==> src/rtl/lsu_lane_pkg.sv <==
package lsu_lane_pkg;

    localparam int BYTE_W = 8;
    localparam int LANES  = 4;
    localparam int WORD_W = BYTE_W * LANES;
    localparam int OFF_W  = $clog2(LANES);

    typedef enum logic [1:0] {
        SZ_BYTE = 2'b00,
        SZ_HALF = 2'b01,
        SZ_WORD = 2'b10,
        SZ_WIDE = 2'b11
    } acc_size_e;

    typedef struct packed {
        logic             valid;
        logic             misal;
        acc_size_e        size;
        logic [OFF_W-1:0] off;
        logic             sgn;
        logic             big;
    } ld_ctx_t;

endpackage

==> src/rtl/lsu_align_check.sv <==
module lsu_align_check
    import lsu_lane_pkg::*;
(
    input  logic [1:0]       size,
    input  logic [OFF_W-1:0] off,
    output logic             misal
);

    always_comb begin
        unique case (acc_size_e'(size))
            SZ_BYTE: misal = 1'b0;
            SZ_HALF: misal = off[0];
            default: misal = |off;
        endcase
    end

endmodule

==> src/rtl/lsu_store_steer.sv <==
module lsu_store_steer
    import lsu_lane_pkg::*;
(
    input  logic              enable,
    input  logic [1:0]        size,
    input  logic [OFF_W-1:0]  off,
    input  logic              big,
    input  logic [WORD_W-1:0] wdata,
    output logic [LANES-1:0]  strb,
    output logic [WORD_W-1:0] lane_data
);

    logic [OFF_W-1:0] byte_lane;
    logic [OFF_W-1:0] half_lo;
    logic [LANES-1:0] mask;

    always_comb begin
        byte_lane = big ? ~off : off;
        half_lo   = big ? {~off[1], 1'b0} : {off[1], 1'b0};
        unique case (acc_size_e'(size))
            SZ_BYTE: mask = LANES'(1) << byte_lane;
            SZ_HALF: mask = LANES'(3) << half_lo;
            default: mask = '1;
        endcase
        strb = enable ? mask : '0;
    end

    for (genvar l = 0; l < LANES; l++) begin : g_lane
        always_comb begin
            unique case (acc_size_e'(size))
                SZ_BYTE: lane_data[l*BYTE_W +: BYTE_W] = wdata[BYTE_W-1:0];
                SZ_HALF: lane_data[l*BYTE_W +: BYTE_W] = wdata[(l%2)*BYTE_W +: BYTE_W];
                default: lane_data[l*BYTE_W +: BYTE_W] = wdata[l*BYTE_W +: BYTE_W];
            endcase
        end
    end

endmodule

==> src/rtl/lsu_load_extract.sv <==
module lsu_load_extract
    import lsu_lane_pkg::*;
(
    input  ld_ctx_t           ctx,
    input  logic [WORD_W-1:0] rdata,
    output logic [WORD_W-1:0] result
);

    logic [OFF_W-1:0]    byte_lane;
    logic [OFF_W-1:0]    half_lo;
    logic [BYTE_W-1:0]   b_sel;
    logic [2*BYTE_W-1:0] h_sel;

    always_comb begin
        byte_lane = ctx.big ? ~ctx.off : ctx.off;
        half_lo   = ctx.big ? {~ctx.off[1], 1'b0} : {ctx.off[1], 1'b0};
        b_sel     = rdata[byte_lane*BYTE_W +: BYTE_W];
        h_sel     = rdata[half_lo*BYTE_W +: 2*BYTE_W];
        if (!ctx.valid || ctx.misal) begin
            result = '0;
        end else begin
            unique case (ctx.size)
                SZ_BYTE: result = {{(WORD_W-BYTE_W){ctx.sgn & b_sel[BYTE_W-1]}}, b_sel};
                SZ_HALF: result = {{(WORD_W-2*BYTE_W){ctx.sgn & h_sel[2*BYTE_W-1]}}, h_sel};
                default: result = rdata;
            endcase
        end
    end

endmodule

==> src/rtl/lsu_lane_align.sv <==
module lsu_lane_align
    import lsu_lane_pkg::*;
#(
    parameter int ADDR_W = 12
) (
    input  logic              clk,
    input  logic              rst_n,
    input  logic              req_valid,
    input  logic [ADDR_W-1:0] req_addr,
    input  logic [1:0]        req_size,
    input  logic              req_signed,
    input  logic              req_store,
    input  logic [31:0]       req_wdata,
    input  logic              big_endian,
    output logic              mem_req,
    output logic [ADDR_W-3:0] mem_addr,
    output logic [3:0]        mem_wstrb,
    output logic [31:0]       mem_wdata,
    input  logic [31:0]       mem_rdata,
    output logic              misalign,
    output logic              ld_valid,
    output logic [31:0]       ld_data
);

    localparam int WADDR_W = ADDR_W - OFF_W;

    logic             misal_raw;
    logic [OFF_W-1:0] off;
    ld_ctx_t          ctx_d;
    ld_ctx_t          ctx_q;

    assign off = req_addr[OFF_W-1:0];

    lsu_align_check u_align (
        .size  (req_size),
        .off   (off),
        .misal (misal_raw)
    );

    lsu_store_steer u_steer (
        .enable    (req_valid && req_store && !misal_raw),
        .size      (req_size),
        .off       (off),
        .big       (big_endian),
        .wdata     (req_wdata),
        .strb      (mem_wstrb),
        .lane_data (mem_wdata)
    );

    lsu_load_extract u_extract (
        .ctx    (ctx_q),
        .rdata  (mem_rdata),
        .result (ld_data)
    );

    assign misalign = req_valid && misal_raw;
    assign mem_req  = req_valid && !misal_raw;
    assign mem_addr = req_addr[ADDR_W-1 -: WADDR_W];
    assign ld_valid = ctx_q.valid;

    always_comb begin
        ctx_d       = ctx_q;
        ctx_d.valid = req_valid && !req_store;
        if (req_valid && !req_store) begin
            ctx_d.misal = misal_raw;
            ctx_d.size  = acc_size_e'(req_size);
            ctx_d.off   = off;
            ctx_d.sgn   = req_signed;
            ctx_d.big   = big_endian;
        end
    end

    always_ff @(posedge clk or negedge rst_n) begin
        if (!rst_n) begin
            ctx_q <= '{valid: 1'b0, misal: 1'b0, size: SZ_BYTE, off: '0, sgn: 1'b0, big: 1'b0};
        end else begin
            ctx_q <= ctx_d;
        end
    end

    assert_word_align_R1: assert property (@(posedge clk) disable iff (!rst_n)
        (req_valid && req_size[1] && (off != 2'b00)) |-> misalign);

    assert_byte_legal_R2: assert property (@(posedge clk) disable iff (!rst_n)
        (req_valid && req_size == 2'b00) |-> !misalign);

    assert_misal_quiet_R3: assert property (@(posedge clk) disable iff (!rst_n)
        misalign |-> (mem_wstrb == 4'b0000 && !mem_req));

    assert_misal_zero_load_R3: assert property (@(posedge clk) disable iff (!rst_n)
        (misalign && !req_store) |=> (ld_valid && ld_data == 32'd0));

    assert_strb_count_R5: assert property (@(posedge clk) disable iff (!rst_n)
        (req_valid && req_store && !misalign) |->
        ($countones(mem_wstrb) == (req_size == 2'b00 ? 1 : (req_size == 2'b01 ? 2 : 4))));

    assert_load_no_strb_R8: assert property (@(posedge clk) disable iff (!rst_n)
        (req_valid && !req_store) |-> (mem_wstrb == 4'b0000));

    assert_sign_byte_R9: assert property (@(posedge clk) disable iff (!rst_n)
        (ld_valid && ctx_q.sgn && ctx_q.size == SZ_BYTE && !ctx_q.misal) |->
        (ld_data[31:8] == {24{ld_data[7]}}));

    assert_zero_half_R10: assert property (@(posedge clk) disable iff (!rst_n)
        (ld_valid && !ctx_q.sgn && ctx_q.size == SZ_HALF) |-> (ld_data[31:16] == 16'd0));

    assert_idle_zero_R11: assert property (@(posedge clk) disable iff (!rst_n)
        !ld_valid |-> (ld_data == 32'd0));

endmodule

==> config.mk <==
export PLATFORM = sky130hd
export DESIGN_NAME = lsu_lane_align
export DESIGN_NICKNAME = d
export VERILOG_FILES = /design/src/rtl/lsu_lane_pkg.sv /design/src/rtl/lsu_align_check.sv /design/src/rtl/lsu_store_steer.sv /design/src/rtl/lsu_load_extract.sv /design/src/rtl/lsu_lane_align.sv
export SDC_FILE = /design/constraint.sdc
export NUM_CORES = 1
export LEC_CHECK = 0
export ABC_AREA = 1
export BUFFER_PORTS_ARGS = -buffer_cell sky130_fd_sc_hd__buf_4
export CORE_MARGIN = 3
export CORE_UTILIZATION = 38
export DETAILED_ROUTE_END_ITERATION = 8
export MAX_ROUTING_LAYER = met4
export PLACE_DENSITY = 0.88
export SLEW_MARGIN = 10
export SYNTH_ARGS = -nofsm -noshare
export SYNTH_HDL_FRONTEND = slang
export SYNTH_SLANG_ARGS = --single-unit
==> constraint.sdc <==
create_clock -name clk -period 2 [get_ports clk]
set_input_delay 0.4 -clock clk [delete_from_list [all_inputs] [get_ports clk]]
set_output_delay 0.4 -clock clk [all_outputs]
set_load 0.03 [all_outputs]
# After elaboration in Yosys (flattened, before gate mapping)
# Cells that the tools add are included.
[totals]
ff_bits = 8
output_inout_bits = 81
rom_bits = 0
wordCells = 43
in_bits = 84
mem_bits_rw = 0
latch_bits = 0
mem_count = 0
[op_classes]
multipliers = 0
n_mux = 12
n_div = 0
n_reduce_logical = 13
add_sub_neg = 0
n_eq_ne = 2
order_cmp = 0
shifts = 4
bitwise = 6
[op_table]
columns = ["op", "n"]
rows = [
  ["32-bit case mux with 2 select lines", 1],
  ["32-bit two-way mux", 1],
  ["32-bit by 6-bit variable part select with 16-bit output", 1],
  ["32-bit by 6-bit variable part select with 8-bit output", 1],
  ["8-bit two-way mux", 2],
  ["8-bit case mux with 2 select lines", 1],
  ["2-bit two-way mux", 4],
  ["4-bit case mux with 2 select lines", 1],
  ["1-bit logical AND", 5],
  ["2-bit by 1-bit == test with 1-bit output (second input constant)", 2],
  ["2-bit zero test", 2],
  ["4-bit two-way mux", 1],
  ["2-bit inverter", 2],
  ["2-bit OR reduction", 2],
  ["1-bit by 2-bit << shifter with 4-bit output (first input constant)", 1],
  ["2-bit by 2-bit << shifter with 4-bit output (first input constant)", 1],
  ["1-bit zero test", 3],
  ["1-bit bitwise AND", 2],
  ["1-bit inverter", 2],
  ["1-bit case mux with 2 select lines", 1],
  ["1-bit logical OR", 1],
]

# Depth between registers and ports, before layout
[depth]
word_depth = 6
mapped_depth = 9
ltp_nobuf = 8

# Modules after synthesis
# Synthesis repeated with hierarchy kept, for this count alone.
[unflattened]
hier_cells = 346
hier_area_um2 = 1925.6
[modules_own_cells]
columns = ["module", "seq_area_each_um2", "cells_each", "area_per_inst_um2", "n_inst"]
rows = [
  ["lsu_load_extract", 0.0, 187, 987.2, 1],
  ["lsu_store_steer", 0.0, 107, 504.2, 1],
  ["lsu_lane_align", 200.2, 48, 417.9, 1],
  ["lsu_align_check", 0.0, 4, 16.3, 1],
]

# Least setup slack after synthesis
# Ideal clock, no wire load.
[synth_path]
path_type = "flip-flop to output port"
startpoint = "reg ctx_q, in the netlist ld_valid"
endpoint = "out ld_data[11]"
setup_slack_ns = 0.100
n_path_buf = 1
arrival_ns = 1.500
required_ns = 1.600
path_stages_with_launch = 6
cell_sequence = "dfrtp_1 nand2_1 inv_1 clkbuf_1 o21ai_0 a21oi_2"
[synth_between]
elab_chain_len = 3
[synth_rtl]
columns = ["item", "line", "rtl"]
rows = [
  ["start, declared", "lsu_lane_align.sv:30", "ld_ctx_t ctx_q;"],
  ["start signal, assigned", "lsu_lane_align.sv:75", "ctx_q <= '{valid: 1'b0, misal: 1'b0, size: SZ_BYTE, off: '0, sgn: 1'b0, big: 1'b0};"],
  ["start signal, assigned", "lsu_lane_align.sv:77", "ctx_q <= ctx_d;"],
  ["1-bit zero test", "lsu_load_extract.sv:19", "if (!ctx.valid || ctx.misal) begin"],
  ["1-bit logical OR", "lsu_load_extract.sv:19", ""],
  ["32-bit two-way mux", "lsu_load_extract.sv:19", ""],
  ["end, declared", "lsu_lane_align.sv:22", "output logic [31:0] ld_data"],
]
# Every way passes these cells.

# Final worst setup path
[layout_path]
startpoint = "reg ctx_q[0] in the netlist's numbering"
endpoint = "out ld_data[4]"
[layout_between]
elab_chain_len = 4
word_cells_on_any_way = 6
classes_between = "2 x shift; 4 x mux"
[layout_rtl]
columns = ["item", "line", "rtl"]
rows = [
  ["2-bit two-way mux, on equally long branches", "lsu_load_extract.sv:16, lsu_load_extract.sv:15", ""],
  ["32-bit by 6-bit variable part select with 16-bit output / 32-bit by 6-bit variable part select with 8-bit output (equally long branches)", "lsu_load_extract.sv:18, lsu_load_extract.sv:17", ""],
  ["32-bit case mux with 2 select lines *", "lsu_load_extract.sv:22", "unique case (ctx.size)"],
  ["32-bit two-way mux *", "lsu_load_extract.sv:19", ""],
]
# Every way passes the cells marked *; elsewhere a longest branch is shown, timed or not.

==> metrics.md <==
| Metric | Value |
|---|---|
| Simple-Gate Fraction of Synth Area | `29.7%` |
| # DRC | `0` |
| Largest family of logic cells by synthesized area | `compound AO/OA/AOI/OAI gates` |
| Root Buffer | `clkbuf_8` |
| Crit path required time | `1600 ps` |
| PwrDens | `527 nW/um2` |
| R2r endpoint | `ctx_q[0]` |
| Post-synthesis mux area share | `less than 1%` |
| Fraction of the mapped netlist area in adder cells | `0%` |
| Worst-path cell chain | `inv_2 -> nand2_4 -> nand2_4 -> buf_12 -> nand2_1 -> o21ai_0 -> inv_1 -> o21ai_1 -> a21oi_1 -> buf_4` |
| Seq pwr share | `12.1%` |
| Cell family with most CP delay | `buffers and inverters` |
| Cell mode on critical path | `nand2_4` |
| # nets final | `between 500 and 600` |
| Area contributors post-synth | `nand2_1, o21ai_0, dfrtp_1` |
| Worst hold path cell count | `3` |
| Yosys top cell by area | `nand2_1` |
| Slowest stage cell on the critical path | `dfrtp_1` |
| Final worst path period share | `114%` |
| Internal power | `roughly 0.00083 W` |
| Pwr Total | `0.00171 W` |
| # H-tree levels | `1` |
| GR Overflow Total | `0` |
| Crit path DAT | `~1900 ps` |
| Largest stage delay on the critical path | `approximately 400 ps` |
| Area growth, synth to finish | `81.7%` |
| Synth Area per Inst | `5.57 um2` |
| Gate power share | `approximately 77%` |
| Crit path max fanout | `21` |
| Xor/xnor share of the synthesized area | `0.980%` |
| Final hold vios | `0` |
| Worst path bufs/invs | `4` |
| DRT Wirelength | `between 8 and 9 mm` |
| Hold Path Class | `in -> reg` |
| Leakage | `1.66 nW` |
| Synth warnings | `0` |
| Total GRT Usage | `25.8%` |
| Routing usage on met1 | `26.6%` |
| Setup violators final | `32` |
| PnR worst setup slack | `-287 ps` |
| Clock skew | `0 ps` |
| Min-delay src | `req_addr[1]` |
| Max-Cap Viols | `0` |
| Vias | `2820` |
| IO Port Bufs | `144` |
| Hold Path Sink | `ctx_q[3]` |
| Vias in the first global route | `between 2000 and 3000` |
| FF-to-FF Start | `ctx_q[0]` |
| Flop2flop setup slack | `just over 1000 ps` |
| DRT antenna net count | `0` |
| Clk Latency, worst-skew pair | `~220 ps` |
| Post-DP HPWL | `~5.8 mm` |
| Unrepaired setup endpoints after global routing | `yes` |
| Layout cells sized above 1 | `about 49%` |
| Final Max Tran Viols | `0` |
| Register clock-pin slew on the reported worst setup and hold paths | `approximately 40 ps` |
| Routing usage on met2 | `between 40% and 50%` |
| Synth Area in Compound Gates | `a little over a third` |
| Switch share | `51.4%` |
| Average wire per standard cell | `16.0 um` |
| Antenna violations before repair | `0` |
| Chip Width | `between 70 and 80 um` |
| CP endpoint kind | `output port` |
| Worst slew pin tran | `roughly 400 ps` |
| Fmax | `around 0.44 GHz` |
| FF+latch count, synth | `8` |
| Distinct cells, synth | `26` |
| Startpoint Class | `flip-flop` |
| Placed cells | `approximately 500` |
| I/O pin total | `~170` |
| Top-area cell type share of the netlist area | `between 10% and 20%` |
| Largest net degree at the start of global routing | `23` |
| Gr busiest metal | `met2` |
| VDD IR max | `roughly 0.00026 V` |
| Cell area after synthesis | `about 1800 um2` |
| Sinks on Clock Net | `8` |
| Clk buf depth | `2` |
| Clock Power Share | `approximately 11%` |
| Gpl congestion | `between 0.9 and 1` |
| First-pass GRT wire length | `roughly 11 mm` |
| Die height | `about 75 um` |
| Syn nets | `just over 400` |
| Die area | `~5600 um2` |
| Starting Density | `40.2%` |
| Initial DRC count | `220` |
| Net Sw Power | `0.000880 W` |
| N_diodes | `0` |
| Mapped Cells | `~320` |
| Crit path depth | `10` |
| CTS tree | `yes` |
| R2R depth | `4` |
| Final Non-Filler Cells | `slightly above 500` |
| Critical path origin | `ctx_q[0]` |
| Failing checks | `setup timing` |
| Fin crit period | `around 2300 ps` |
| Met3 Use GR | `4.05%` |
| Seq/Total Area, Yosys | `around 11%` |
| Outcome | `complete, but fails checks` |
| Relative slew slack | `73.3%` |
| Drt first pass iters | `5` |
| Routed vias/inst | `5.53` |
| TritonCTS Buffers | `3` |
| Cell row count | `24` |
| Core area | `4440 um2` |
| Fillers | `around 340` |
| Setup CP Type | `reg -> out` |
registers in the layout (all words and copies together), names as in the netlist:
name      flops
ctx_q         7
ld_valid      1
cell usage in the layout, fill, tap and decap left out, drive strengths merged, types with 2 or more instances in the layout:
cell type	instances
buf	168
nand2	97
o21ai	62
a21oi	39
inv	38
nor2	21
o211ai	8
dfrtp	8
nand3	6
clkbuf	3
xnor2	2
metrics by stage:
step / utilization (%) / setup slack (ps) / instance area, um2 / TNS (ps) / hold slack [ps]
after CTS: 69.8 / -139 / 3100 / -2810 / 417
after floorplan: - / 100 / 1790 / 0 / 104
final: 73.1 / -287 / 3250 / -4880 / 416
after global placement: 64.6 / 156 / 2870 / 0 / 217
after detailed placement: 64.6 / 92.2 / 2870 / 0 / 219
after global routing: 73.1 / -333 / 3250 / -7020 / 428
area by class of cell:
class	count	area, um2	share of cell area (%)
clock buffers	3	41.3	1.27
inverters	39	146	4.51
multi-input cells	239	1350	41.7
flip-flops and latches	8	201	6.20
well taps	52	65.1	2.00
repair buffers	169	1440	44.4
timing repair:
action                                  4_1_cts  5_1_grt
pin swaps                                     2        5
endpoints found under the hold margin         8        0
gates resized for setup                      35       32
endpoints found under the setup margin       23       32
setup buffers                                 3        3
hold buffers                                  1        0
cloned                                        1        0
cells by family (layout without fill, tap and decap cells):
family          count (synthesis)  in the layout
xor+xnor                        2              2
buf+inv                        74            211
compound gates                111            111
flops                           8              8
mux                             1              1
simple gates                  125            125
synthesized netlist by cell type (all sizes together):
library cell,n
clkinv,1
nand3,6
a31oi,1
inv,38
xnor2,2
mux2,1
buf,25
o21ai,62
nand2,97
nor2,21
a21oi,39
dfrtp,8
clkbuf,10
o31ai,1
o211ai,8
nand3b,1
layer usage:
metal	vias to the layer above	routed length [um]
li1	1302	-
met1	1264	2770
met2	220	4250
met3	34	873
met4	0	261
met5	-	0
power groups by stage:
stage	registers, W	logic [W]	clock network [W]
2_1_floorplan	0.000202	0.000717	0
3_3_place_gp	0.000205	0.00108	0
3_5_place_dp	0.000207	0.00110	0
4_1_cts	0.000205	0.00119	0.000194
5_1_grt	0.000209	0.00139	0.000203
6_report	0.000207	0.00132	0.000189
worst reg2reg max path, stage by stage, from the launching register on:
cell     delay [ps]
dfrtp_1         400
inv_2            90
buf_4           140
buf_4           120
o21ai_0         140
how the worst max path moves through the flow:
stage / endpoint
CTS: ld_data[25]
global placement: ld_data[31]
detailed placement: ld_data[24]
global route: ld_data[4]
floorplan: ld_data[11]
finish: ld_data[4]
Note: power is estimated with default switching activity, not from simulation.
